[src/rtl/irq_tgt_pkg.sv]
package irq_tgt_pkg;
  localparam int ADDR_W   = 10;
  localparam int IDX_W    = 8;
  localparam int LANES    = 4;
  localparam int FIELD_W  = 8;
  localparam int WORD_W   = LANES * FIELD_W;
  localparam int RO_WORDS = 32 / LANES;
  localparam logic [ADDR_W-IDX_W-1:0] BANK_SEL = 2'b10;

  function automatic logic [WORD_W-1:0] lane_mask(input int ncpu);
    logic [FIELD_W-1:0] m;
    if (ncpu >= FIELD_W) m = '1;
    else                 m = FIELD_W'((1 << ncpu) - 1);
    return {LANES{m}};
  endfunction
endpackage

[src/rtl/irq_tgt_decode.sv]
module irq_tgt_decode
  import irq_tgt_pkg::*;
#(
  parameter int NUM_IRQS = 64
) (
  input  logic [ADDR_W-1:0] addr,
  output logic [IDX_W-1:0]  word_idx,
  output logic              hit
);
  localparam int NUM_WORDS = NUM_IRQS / LANES;

  logic in_bank;
  logic in_range;

  always_comb begin
    word_idx = addr[IDX_W-1:0];
    in_bank  = (addr[ADDR_W-1:IDX_W] == BANK_SEL);
    in_range = (int'(word_idx) < NUM_WORDS);
    hit      = in_bank && in_range;
  end
endmodule

[src/rtl/irq_tgt_store.sv]
module irq_tgt_store
  import irq_tgt_pkg::*;
#(
  parameter int NUM_CPUS = 2,
  parameter int NUM_IRQS = 64
) (
  input  logic                        clk,
  input  logic                        rst_n,
  input  logic                        wr_en,
  input  logic [IDX_W-1:0]            wr_word,
  input  logic [LANES-1:0]            wr_be,
  input  logic [WORD_W-1:0]           wr_data,
  output logic [NUM_IRQS*FIELD_W-1:0] fields
);
  localparam int NUM_WORDS = NUM_IRQS / LANES;
  localparam logic [WORD_W-1:0] VMASK = lane_mask(NUM_CPUS);

  for (genvar w = 0; w < NUM_WORDS; w++) begin : g_word
    if (w < RO_WORDS) begin : g_fixed
      // fixed-routing interrupts: constant zero, no storage
      assign fields[w*WORD_W +: WORD_W] = '0;
    end else begin : g_rw
      logic              ld;
      logic [WORD_W-1:0] q;
      logic [WORD_W-1:0] d;

      assign ld = wr_en && (wr_word == IDX_W'(w));

      always_comb begin
        d = q;
        for (int l = 0; l < LANES; l++) begin
          if (wr_be[l]) begin
            d[l*FIELD_W +: FIELD_W] = wr_data[l*FIELD_W +: FIELD_W] & VMASK[l*FIELD_W +: FIELD_W];
          end
        end
      end

      always_ff @(posedge clk or negedge rst_n) begin
        if (!rst_n)  q <= '0;
        else if (ld) q <= d;
      end

      assign fields[w*WORD_W +: WORD_W] = q;
    end
  end
endmodule

[src/rtl/irq_tgt_rdport.sv]
module irq_tgt_rdport
  import irq_tgt_pkg::*;
#(
  parameter int NUM_IRQS = 64
) (
  input  logic                        clk,
  input  logic                        rst_n,
  input  logic                        rd_en,
  input  logic                        rd_hit,
  input  logic [IDX_W-1:0]            rd_word,
  input  logic [LANES-1:0]            rd_be,
  input  logic [NUM_IRQS*FIELD_W-1:0] fields,
  output logic [WORD_W-1:0]           rdata
);
  localparam int NUM_WORDS = NUM_IRQS / LANES;

  logic [WORD_W-1:0] sel;
  logic [WORD_W-1:0] be_mask;
  logic [WORD_W-1:0] rdata_d;

  always_comb begin
    sel = '0;
    for (int w = 0; w < NUM_WORDS; w++) begin
      if (rd_word == IDX_W'(w)) sel = fields[w*WORD_W +: WORD_W];
    end
    for (int l = 0; l < LANES; l++) begin
      be_mask[l*FIELD_W +: FIELD_W] = {FIELD_W{rd_be[l]}};
    end
    rdata_d = rd_hit ? (sel & be_mask) : '0;
  end

  always_ff @(posedge clk or negedge rst_n) begin
    if (!rst_n)     rdata <= '0;
    else if (rd_en) rdata <= rdata_d;
  end
endmodule

[src/rtl/irq_target_bank.sv]
module irq_target_bank
  import irq_tgt_pkg::*;
#(
  parameter int NUM_CPUS = 2,
  parameter int NUM_IRQS = 64
) (
  input  logic                        clk,
  input  logic                        rst_n,
  input  logic [ADDR_W-1:0]           bus_waddr,
  input  logic [WORD_W-1:0]           bus_wdata,
  input  logic [LANES-1:0]            bus_be,
  input  logic                        bus_we,
  input  logic                        bus_re,
  output logic [WORD_W-1:0]           bus_rdata,
  output logic [NUM_IRQS*FIELD_W-1:0] tgt_vec
);
  logic [IDX_W-1:0] word_idx;
  logic             hit;
  logic             wr_en;

  irq_tgt_decode #(.NUM_IRQS(NUM_IRQS)) u_dec (
    .addr     (bus_waddr),
    .word_idx (word_idx),
    .hit      (hit)
  );

  assign wr_en = bus_we && hit;

  irq_tgt_store #(.NUM_CPUS(NUM_CPUS), .NUM_IRQS(NUM_IRQS)) u_store (
    .clk     (clk),
    .rst_n   (rst_n),
    .wr_en   (wr_en),
    .wr_word (word_idx),
    .wr_be   (bus_be),
    .wr_data (bus_wdata),
    .fields  (tgt_vec)
  );

  irq_tgt_rdport #(.NUM_IRQS(NUM_IRQS)) u_rd (
    .clk     (clk),
    .rst_n   (rst_n),
    .rd_en   (bus_re),
    .rd_hit  (hit),
    .rd_word (word_idx),
    .rd_be   (bus_be),
    .fields  (tgt_vec),
    .rdata   (bus_rdata)
  );
endmodule

[config.mk]
export PLATFORM = sky130hd
export DESIGN_NAME = irq_target_bank
export DESIGN_NICKNAME = d
export VERILOG_FILES = /design/src/rtl/irq_tgt_pkg.sv /design/src/rtl/irq_tgt_decode.sv /design/src/rtl/irq_tgt_store.sv /design/src/rtl/irq_tgt_rdport.sv /design/src/rtl/irq_target_bank.sv
export SDC_FILE = /design/constraint.sdc
export NUM_CORES = 1
export LEC_CHECK = 0
export CORE_AREA = 2 2 234 236
export CTS_CLUSTER_DIAMETER = 200
export DETAILED_ROUTE_END_ITERATION = 10
export DIE_AREA = 0 0 236 238
export DONT_BUFFER_PORTS = 1
export PLACE_DENSITY = 0.36
export SETUP_SLACK_MARGIN = 0.15
export SYNTH_ARGS = -nofsm -noshare
export SYNTH_HDL_FRONTEND = slang
export SYNTH_HIERARCHICAL = 1
export SYNTH_SLANG_ARGS = --single-unit
[constraint.sdc]
create_clock -name clk -period 1.8 [get_ports clk]
set_clock_uncertainty 0.1 [all_clocks]
set_input_delay 0.36 -clock clk [delete_from_list [all_inputs] [get_ports clk]]
set_output_delay 0.36 -clock clk [all_outputs]
set_load 0.01 [all_outputs]
==> impl_metrics.tcl, run 1 <==
set metrics [dict create \
    holdWs_ps -434.7 \
    die_width_microns 236 \
    violations "negative hold slack, negative setup slack" \
    ioPinCount 594 \
    start_util_pct 23.37 \
    slew_violations 0 \
    cts_hold_buf 9 \
    timing.final.crit_share_pct 112.5 \
    cap_violations 0 \
    clk_pin_slew_ps 90 \
    area_growth_pct 9.496 \
    cp-end-kind "register" \
    place_hpwl_microns 50230 \
    die_h_microns 238 \
    final.setup.worst_slack_ps -225.4 \
    critPathMaxFanout 8 \
    postPlaceCellArea_sq_mm 0.01252 \
    avgSynthCellArea_sq_um 8.570 \
    ant_nets 0 \
    synth_top_family_by_area "buffers and inverters" \
    clock-root-buffer "clkbuf_16" \
    cp-startpoint "bus_waddr[8]" \
    via_per_inst 4.685 \
    hold_viol 96 \
    htreeDepth 3 \
    design_area_sq_mm 0.01369 \
    start_kind "input port" \
    nets 1589 \
    place_congestion 0.8140 \
    via_count 10510 \
    yosysSeqAreaShare_pct 19.21 \
    post-route-min-period_ps 2025 \
    die_area_sq_mm 0.05617 \
    cp_data_arrival_time_ps 2200 \
    syn_inst 1459 \
    drive_gt1_share_pct 26.62 \
    synth-adder-area-share_pct 0 \
    ys_types 75 \
    outcome "complete, but fails checks" \
    grt_max_degree 205 \
    dr.first_iter.drc_count 555 \
    ir_drop_mv 0.3591 \
    endpoint "u_store/g_word[11].g_rw.q[25]$_DFFE_PN0P_" \
    p_total_w 0.006283 \
    reg2reg_from "u_store/g_word[8].g_rw.q[1]$_DFFE_PN0P_" \
    r2r-end "u_rd/rdata[1]$_DFFE_PN0P_" \
    routedWlPerCell_microns 28.78 \
    synth_common_cells "buf_4 (474), mux2_2 (97), dfrtp_1 (96), a21oi_1 (77), nand2_1 (68)" \
    yosys_warnings 6 \
    yosys-top-cells-area "buf_4 (28%), dfrtp_1 (19%), mux2_2 (8.7%)" \
    clock_sinks 96 \
    nFillCells 5934 \
    slew_headroom_pct 32.87 \
    ys.flop_type "dfrtp_1" \
    setup_viol 75 \
    numCtsBuffers 9 \
    tns_ps -10620 \
    yosys.area_share.simple_pct 12.43 \
    clk_latency_ps 380 \
    rows 85 \
    wirelength_microns 64550 \
    synth_xor_area_share_pct 0 \
    reg2reg_slack_ps 130 \
    synthMuxAreaShare_pct 18.03 \
    max_freq_ghz 0.4937 \
    grt_pass1_wl_microns 86620 \
    grt_pass1_vias 10730 \
    drc 0 \
    powerDensity_mw_per_mm2 459.0 \
    ff2ff_path_depth 5 \
    cp.required_ps 1980 \
    synth_compound_area_share_pct 18.28 \
    async_flop_share_pct 100.0 \
    overflow 0 \
    portBuffers 0 \
    synth-edff-count 0 \
    coreArea_sq_mm 0.05350 \
    crit_type "input port to register" \
    leakagePower_nw 6.121 \
    synth_seq_cells 96 \
    cts_tree "yes" \
    yosys.area.top_type_share_pct 28.46 \
    hp-class "input port to asynchronous set/reset pin" \
    synth_most_common_cell "buf_4" \
    yosys.area.top_type "buf_4" \
    placedCellCount 2196 \
    clock_path_buffers 2 \
    fin_cells 2243 \
    worstMarginPinSlew_ps 996.4 \
    grt_setup_unrepaired "true" \
    firstDrtPassIters 4 \
    syn_area_sq_mm 0.01250 \
    antenna_found_initial 7 \
    grtUsageTotal_pct 21.85 \
]
[power breakdown]
part / leakage, nW / total [W] / internal (W) / switching, W
sequential: 1.34 / 0.00216 / 0.00216 / 0.00000234
clock: 0.154 / 0.00228 / 0.00113 / 0.00116
combinational: 4.63 / 0.00184 / 0.000530 / 0.00131
total: 6.12 / 0.00628 / 0.00381 / 0.00247
[worst min-delay path by stage]
stage | slack [ps] | from | end | cells past startpoint
after floorplan | -40 | rst_n | u_rd/rdata[0]$_DFFE_PN0P_ | 0
after global placement | -30 | rst_n | u_rd/rdata[4]$_DFFE_PN0P_ | 0
after detailed placement | -30 | rst_n | u_rd/rdata[27]$_DFFE_PN0P_ | 0
after CTS | -480 | rst_n | u_rd/rdata[4]$_DFFE_PN0P_ | 0
after global routing | -470 | rst_n | u_rd/rdata[4]$_DFFE_PN0P_ | 0
final | -430 | rst_n | u_rd/rdata[4]$_DFFE_PN0P_ | 0
[sequential cells by signal, indices dropped and copies added, names as in the netlist]
| register | flops |
|---|---|
| u_rd/rdata | 32 |
| u_store/g_word.g_rw.q | 64 |
[final cells by class]
type                       count  area (sq um)  share of cell area [%]
inverter                       9         38.79                  0.2833
clock buffer                   9         225.2                   1.645
antenna                        3         7.507                 0.05483
clock inverter                 7         96.34                  0.7037
multi-input combinational   1247          8332                   60.86
sequential                    96          2406                   17.57
tap                          696         870.8                   6.361
timing repair buffer         176          1714                   12.52
[layout by cell type, fill, tap and decap left out, drive strengths merged, types with 8 or more instances in the layout]
master	instances
o32ai	9
inv	12
nor2	54
a22o	10
a22oi	22
and2	8
nor3	24
and3	10
nand2	68
dlygate4sd3	9
nor2b	10
nor4	8
o22ai	25
buf	165
nand3	22
mux4	23
a21oi	77
a21o	9
o31ai	16
mux2	100
nand2b	18
o211ai	12
nand4	35
o21ai	59
a32oi	12
a211oi	12
a221oi	13
o221ai	15
dfrtp	96
conb	448
clkbuf	11
mux2i	61
[per-layer routing]
metal  global-route usage, %  up-vias  part of all wire [%]
li1                        -     4634                     -
met1                   26.21     5350                    41
met2                   38.52      457                    50
met3                   6.178       59                   7.3
met4                   5.076        8                   1.8
met5                       0        -                 0.099
[worst max-delay path, stage by stage]
cell and delay [ps]:
or4b_4 530, nor3_4 130, and2_1 150, nor3b_4 220
buf_12 160, clkbuf_16 160, nand4_1 160, mux2_4 340
[logic make-up after synthesis]
logic type             after synthesis
buffers and inverters              563
multiplexers                       184
flip-flops                          96
AO/OA/AOI/OAI                      336
other                                1
AND/OR/NAND/NOR                    279
[metrics by stage]
stage	hold WS (ps)	setup WS, ps	util, %
2_1_floorplan	-35.59	-550.3	-
6_report	-434.7	-225.4	25.59
5_1_grt	-467.6	-251.1	25.58
3_5_place_dp	-26.19	-557.3	23.40
3_3_place_gp	-26.26	-572.5	23.40
4_1_cts	-478.1	-122.5	24.77
[what timing repair did]
action / CTS / global route
pin swaps: 21 / 27
endpoints found under the setup margin: 87 / 95
gates resized for setup: 67 / 53
hold endpoints to repair: 157 / 96
cloned: 0 / 3
setup buffers: 6 / 10
Power figures use the tool's default switching activity.
==> run 2, diff against run 1 <==
==> constraint.sdc (replaced) <==
create_clock -name clk -period 2.3 [get_ports clk]
set_clock_uncertainty 0.1 [all_clocks]
set_input_delay 0.46 -clock clk [delete_from_list [all_inputs] [get_ports clk]]
set_output_delay 0.46 -clock clk [all_outputs]
set_load 0.01 [all_outputs]
==> impl_metrics.tcl, run 2 (synthesized netlist as in run 1, its figures left out) <==
set metrics [dict create \
    outcome "complete, but fails checks" \
    violations "negative hold slack" \
    dr.first_iter.drc_count 601 \
    slew_headroom_pct 26.35 \
    firstDrtPassIters 5 \
    final_common_cell "conb_1" \
    cap_violations 0 \
    via_count 10010 \
    hold_viol 96 \
    start_util_pct 23.37 \
    routedWlPerCell_microns 28.32 \
    crit_type "input port to register" \
    overflow 0 \
    numCtsBuffers 9 \
    grt_pass1_vias 10280 \
    slew_violations 0 \
    crit_family "simple AND/OR/NAND/NOR gates" \
    slowest_delay_ps 530 \
    largest-register "u_store/g_word.g_rw.q" \
    p_comb_share_pct 28.4 \
    power_frac_clock_pct 34.9 \
    rows 85 \
    holdWs_ps -339.7 \
    layout_common_cells "conb_1 (448), mux2_2 (96), dfrtp_1 (96), buf_4 (87), a21oi_1 (77)" \
    leakagePower_nw 5.527 \
    grt_setup_unrepaired "false" \
    antenna_found_initial 7 \
    grt_max_degree 205 \
    wirelength_microns 61220 \
    coreArea_sq_mm 0.05350 \
    crit_buf_inv 1 \
    seqPwrFrac_pct 36.7 \
    die_width_microns 236 \
    cp-startpoint "bus_waddr[8]" \
    worstMarginPinSlew_ps 1093 \
    grt_pass1_wl_microns 82810 \
    power.switching_w 0.001779 \
    drc 0 \
    max_freq_ghz 0.4833 \
    start_kind "input port" \
    p_total_w 0.004596 \
    cp.required_ps 2470 \
    post-route-min-period_ps 2069 \
    ioPinCount 594 \
    reg2reg_from "u_store/g_word[8].g_rw.q[1]$_DFFE_PN0P_" \
    cts_tree "yes" \
    clk_latency_ps 390 \
    path_cells "or4b_4 > nor3_4 > and2_1 > nor3b_4 > buf_12 > nand4_1 > mux2_1" \
    portBuffers 0 \
    nets 1509 \
    reg.largest.list "u_store/g_word.g_rw.q x64, u_rd/rdata x32" \
    area_growth_pct -1.811 \
    crit_slowest_cell "or4b_4" \
    largest_reg_flops 64 \
    die_h_microns 238 \
    clock_sinks 96 \
    die_area_sq_mm 0.05617 \
    final.setup.worst_slack_ps 231.0 \
    hp-class "input port to asynchronous set/reset pin" \
    clock_path_buffers 2 \
    p_int_w 0.002817 \
    ant_nets 0 \
    pre_cts_slack_ps -308.1 \
    htreeDepth 3 \
    final_util_pct 22.95 \
    cp-end-kind "register" \
    switching_share_pct 38.70 \
    drive_gt1_share_pct 18.10 \
    clock-root-buffer "clkbuf_16" \
    grtUsageTotal_pct 21.06 \
    place_congestion 0.8340 \
    timing.final.crit_share_pct 89.96 \
    clk_pin_slew_ps 90 \
    tns_ps 0 \
    place_hpwl_microns 47540 \
    ir_drop_mv 0.2656 \
    setup_viol 0 \
    critPathMaxFanout 32 \
    via_per_inst 4.628 \
    powerDensity_mw_per_mm2 374.4 \
    cp_data_arrival_time_ps 2240 \
]
## run 2: worst register-to-register path, cell delays in order, from the launching register on
cell	delay (ps)
dfrtp_1	430
mux2_4	300
nand2_1	70
a21oi_1	100
or4_1	560
a31o_1	190
## run 2: cell type report
type	count	area, sq um
tap	696	870.8
timing repair buffer	96	833.3
sequential	96	2402
fill	6100	41220
multi-input combinational	1247	7843
clock inverter	6	50.05
antenna	2	5.005
inverter	9	33.78
clock buffer	10	239.0
## run 2: path summary, 6_finish.rpt
kind                                                             to  slack, ps  cells after the start
setup / recovery           u_store/g_word[10].g_rw.q[9]$_DFFE_PN0P_        230                      7
hold / removal                           u_rd/rdata[10]$_DFFE_PN0P_       -340                      0
setup reg to reg                          u_rd/rdata[1]$_DFFE_PN0P_        460                      5
hold reg to reg                           u_rd/rdata[7]$_DFFE_PN0P_        490                      1
max in group asynchronous                u_rd/rdata[16]$_DFFE_PN0P_       2240                      0
min in group clk           u_store/g_word[10].g_rw.q[0]$_DFFE_PN0P_        110                      1
## run 2: routing by layer
layer  share of wire [%]  global-route usage, %  routed length (microns)
met5               0.044                      0                       27
met2                  49                  36.09                    29700
met1                  41                  25.56                    25300
met3                 8.2                  6.826                     5047
met4                 1.9                  4.864                     1148
## run 2: power groups by stage
stage,Combinational [W],Clock (W),Sequential [W]
6_report,0.00130,0.00160,0.00169
5_1_grt,0.00140,0.00173,0.00169
4_1_cts,0.00112,0.00169,0.00169
3_5_place_dp,0.00112,0,0.00172
3_3_place_gp,0.00112,0,0.00172
2_1_floorplan,0.00160,0,0.00172
## run 2: metrics by stage
| step | area [sq um] | instances |
|---|---|---|
| global placement | 11980 | 2144 |
| detailed placement | 11980 | 2144 |
| global route | 12270 | 2160 |
| finish | 12280 | 2162 |
| floorplan | 14240 | 1906 |
| CTS | 12270 | 2160 |
## run 2: repair_timing
item                                    in CTS  in global routing
endpoints found under the hold margin       96                 96
cloned                                       0                  0
setup buffers                                0                  0
resized for setup                            1                  1
endpoints found under the setup margin       2                  1
==> run 3, diff against run 2 <==
--- a/config.mk
+++ b/config.mk
@@ -5,14 +5,13 @@
 export SDC_FILE = /design/constraint.sdc
 export NUM_CORES = 1
 export LEC_CHECK = 0
-export CORE_AREA = 2 2 234 236
+export CORE_AREA = 2 2 229 231
 export CTS_CLUSTER_DIAMETER = 200
 export DETAILED_ROUTE_END_ITERATION = 10
-export DIE_AREA = 0 0 236 238
+export DIE_AREA = 0 0 231 233
 export DONT_BUFFER_PORTS = 1
-export PLACE_DENSITY = 0.36
+export PLACE_DENSITY = 0.3
 export SETUP_SLACK_MARGIN = 0.15
 export SYNTH_ARGS = -nofsm -noshare
 export SYNTH_HDL_FRONTEND = slang
-export SYNTH_HIERARCHICAL = 1
 export SYNTH_SLANG_ARGS = --single-unit
==> impl_metrics.tcl, run 3 <==
set metrics [dict create \
    ioPinCount 594 \
    die_area_sq_mm 0.05382 \
    htreeDepth 3 \
    largest_reg_flops 64 \
    synth_most_common_cell "buf_4" \
    post-route-min-period_ps 1926 \
    nets 822 \
    synthMuxAreaShare_pct 13.16 \
    synth-edff-count 0 \
    area_growth_pct -6.207 \
    cap_violations 0 \
    yosys-top-cells-area "buf_4 (51%), dfrtp_1 (26%), mux2_2 (12%)" \
    overflow 0 \
    final_common_cell "conb_1" \
    final.setup.worst_slack_ps 373.8 \
    cts_tree "yes" \
    timing.final.crit_share_pct 83.75 \
    syn_area_sq_mm 0.007015 \
    hp-class "input port to asynchronous set/reset pin" \
    synth-adder-area-share_pct 0 \
    numCtsBuffers 9 \
    setup_viol 0 \
    coreArea_sq_mm 0.05109 \
    via_count 3537 \
    layout_common_cells "conb_1 (472), mux2_2 (74), dfrtp_1 (72), buf_4 (24), nor2_1 (19)" \
    crit_buf_inv 0 \
    hold_viol 72 \
    clock_sinks 72 \
    antenna_found_initial 0 \
    synth_top_family_by_area "buffers and inverters" \
    synth_seq_cells 72 \
    ys_types 32 \
    cp_data_arrival_time_ps 2050 \
    routedWlPerCell_microns 11.30 \
    post-cts-setup-buffer-count 0 \
    grt_pass1_vias 2814 \
    die_width_microns 231 \
    cts-resized-gates 0 \
    async_flop_share_pct 100.0 \
    grtUsageTotal_pct 5.334 \
    tns_ps 0 \
    crit_type "input port to register" \
    synth_compound_area_share_pct 3.817 \
    ir_drop_mv 0.2781 \
    seq_area_sq_mm 0.001802 \
    cp-end-kind "register" \
    yosys.area.top_type_share_pct 50.51 \
    portBuffers 0 \
    nFillCells 5901 \
    dr.first_iter.drc_count 69 \
    grt_setup_unrepaired "false" \
    start_kind "input port" \
    synth_xor_area_share_pct 0 \
    critPathMaxFanout 10 \
    syn_inst 749 \
    ant_nets 0 \
    ys.flop_type "dfrtp_1" \
    slew_violations 0 \
    clock_path_buffers 2 \
    place_hpwl_microns 13450 \
    powerDensity_mw_per_mm2 509.1 \
    crit_family "simple AND/OR/NAND/NOR gates" \
    drc 0 \
    postPlaceCellArea_sq_mm 0.006233 \
    path_cells "or4_4 > or3_4 > nor2_1 > mux2_2" \
    clk_latency_ps 340 \
    holdWs_ps -283.0 \
    clk_pin_slew_ps 60 \
    n_antenna_cell 0 \
    leakagePower_nw 3.407 \
    start_util_pct 13.73 \
    pre_cts_slack_ps 21.42 \
    place_congestion 0.7267 \
    avgSynthCellArea_sq_um 9.366 \
    largest-register "u_store.g_word.g_rw.q" \
    reg.largest.list "u_store.g_word.g_rw.q x64, u_rd.rdata x8" \
    yosys_warnings 0 \
    yosysSeqAreaShare_pct 25.68 \
    clock-root-buffer "clkbuf_16" \
    rows 83 \
    slowest_delay_ps 590 \
    multi_input_area_sq_mm 0.003371 \
    violations "negative hold slack" \
    cp.required_ps 2430 \
    firstDrtPassIters 4 \
    via_per_inst 2.428 \
    outcome "complete, but fails checks" \
    yosys.area_share.simple_pct 5.600 \
    grt_max_degree 73 \
    max_freq_ghz 0.5191 \
    crit_slowest_cell "or4_4" \
    design_area_sq_mm 0.006580 \
    grt_pass1_wl_microns 20920 \
    drive_gt1_share_pct 16.34 \
    die_h_microns 233 \
    yosys.area.top_type "buf_4" \
    synth_common_cells "buf_4 (472), mux2_2 (74), dfrtp_1 (72), nor2_1 (19), o22ai_1 (18)" \
    wirelength_microns 16460 \
]
-- run 3: cell types whose count changed after synthesis, moves of 32 or more --
| cell | before | now |
|---|---|---|
| o21ai_0 | 54 | 0 |
| mux2i_1 | 61 | 0 |
| clkbuf_1 | 36 | 4 |
| a21oi_1 | 77 | 0 |
| nand2_1 | 68 | 13 |
-- run 3: logic make-up (layout without fill, tap and decap cells) --
group	after synthesis	count (layout)
other	1	472
AO/OA/AOI/OAI	36	36
multiplexers	80	80
AND/OR/NAND/NOR	69	69
buffers and inverters	491	48
flip-flops	72	72
-- run 3: cell type report --
cell class | instances | area share (%)
clock buffer | 11 | 3.689
clock inverter | 5 | 1.578
inverter | 8 | 0.4564
multi-input combinational | 657 | 51.23
sequential | 72 | 27.38
tap | 680 | 12.93
timing repair buffer | 24 | 2.738
-- run 3: path summary, 6_finish.rpt --
kind	from	to	slack (ps)	cells after the start
worst min register to register	u_rd.rdata[24]$_DFFE_PN0P_	u_rd.rdata[24]$_DFFE_PN0P_	500	2
min in group clk	bus_re	u_rd.rdata[25]$_DFFE_PN0P_	110	1
worst min-delay path	rst_n	u_store.g_word[13].g_rw.q[9]$_DFFE_PN0P_	-280	0
worst max-delay path	bus_waddr[7]	u_store.g_word[15].g_rw.q[8]$_DFFE_PN0P_	370	4
worst max register to register	u_store.g_word[8].g_rw.q[0]$_DFFE_PN0P_	u_rd.rdata[0]$_DFFE_PN0P_	740	4
max in group asynchronous	rst_n	u_store.g_word[14].g_rw.q[1]$_DFFE_PN0P_	2280	0
-- run 3: power breakdown --
group | internal (W) | switching, W | leakage, nW | total [W]
logic | 0.0000311 | 0.000389 | 2.23 | 0.000420
registers | 0.00127 | 0.00000532 | 1.01 | 0.00127
clock network | 0.00109 | 0.000565 | 0.170 | 0.00166
total | 0.00239 | 0.000959 | 3.41 | 0.00335
-- run 3: through the flow --
| stage | power, W | hold WS [ps] | std cells | utilization, % |
|---|---|---|---|---|
| 6_report | 0.003350 | -283.0 | 1457 | 12.88 |
| 5_1_grt | 0.003507 | -301.9 | 1457 | 12.88 |
| 4_1_cts | 0.003372 | -299.7 | 1457 | 12.88 |
| 3_5_place_dp | 0.001697 | 66.73 | 1441 | 12.20 |
| 3_3_place_gp | 0.001697 | 66.81 | 1441 | 12.20 |
| 2_1_floorplan | 0.002283 | 64.41 | 1220 | - |
-- run 3: metal layers --
layer  routed length [microns]  GRT usage, %
met1                      5645         5.745
met2                      8192         8.643
met3                      2538         3.738
met4                        87        0.9073
met5                         0             0
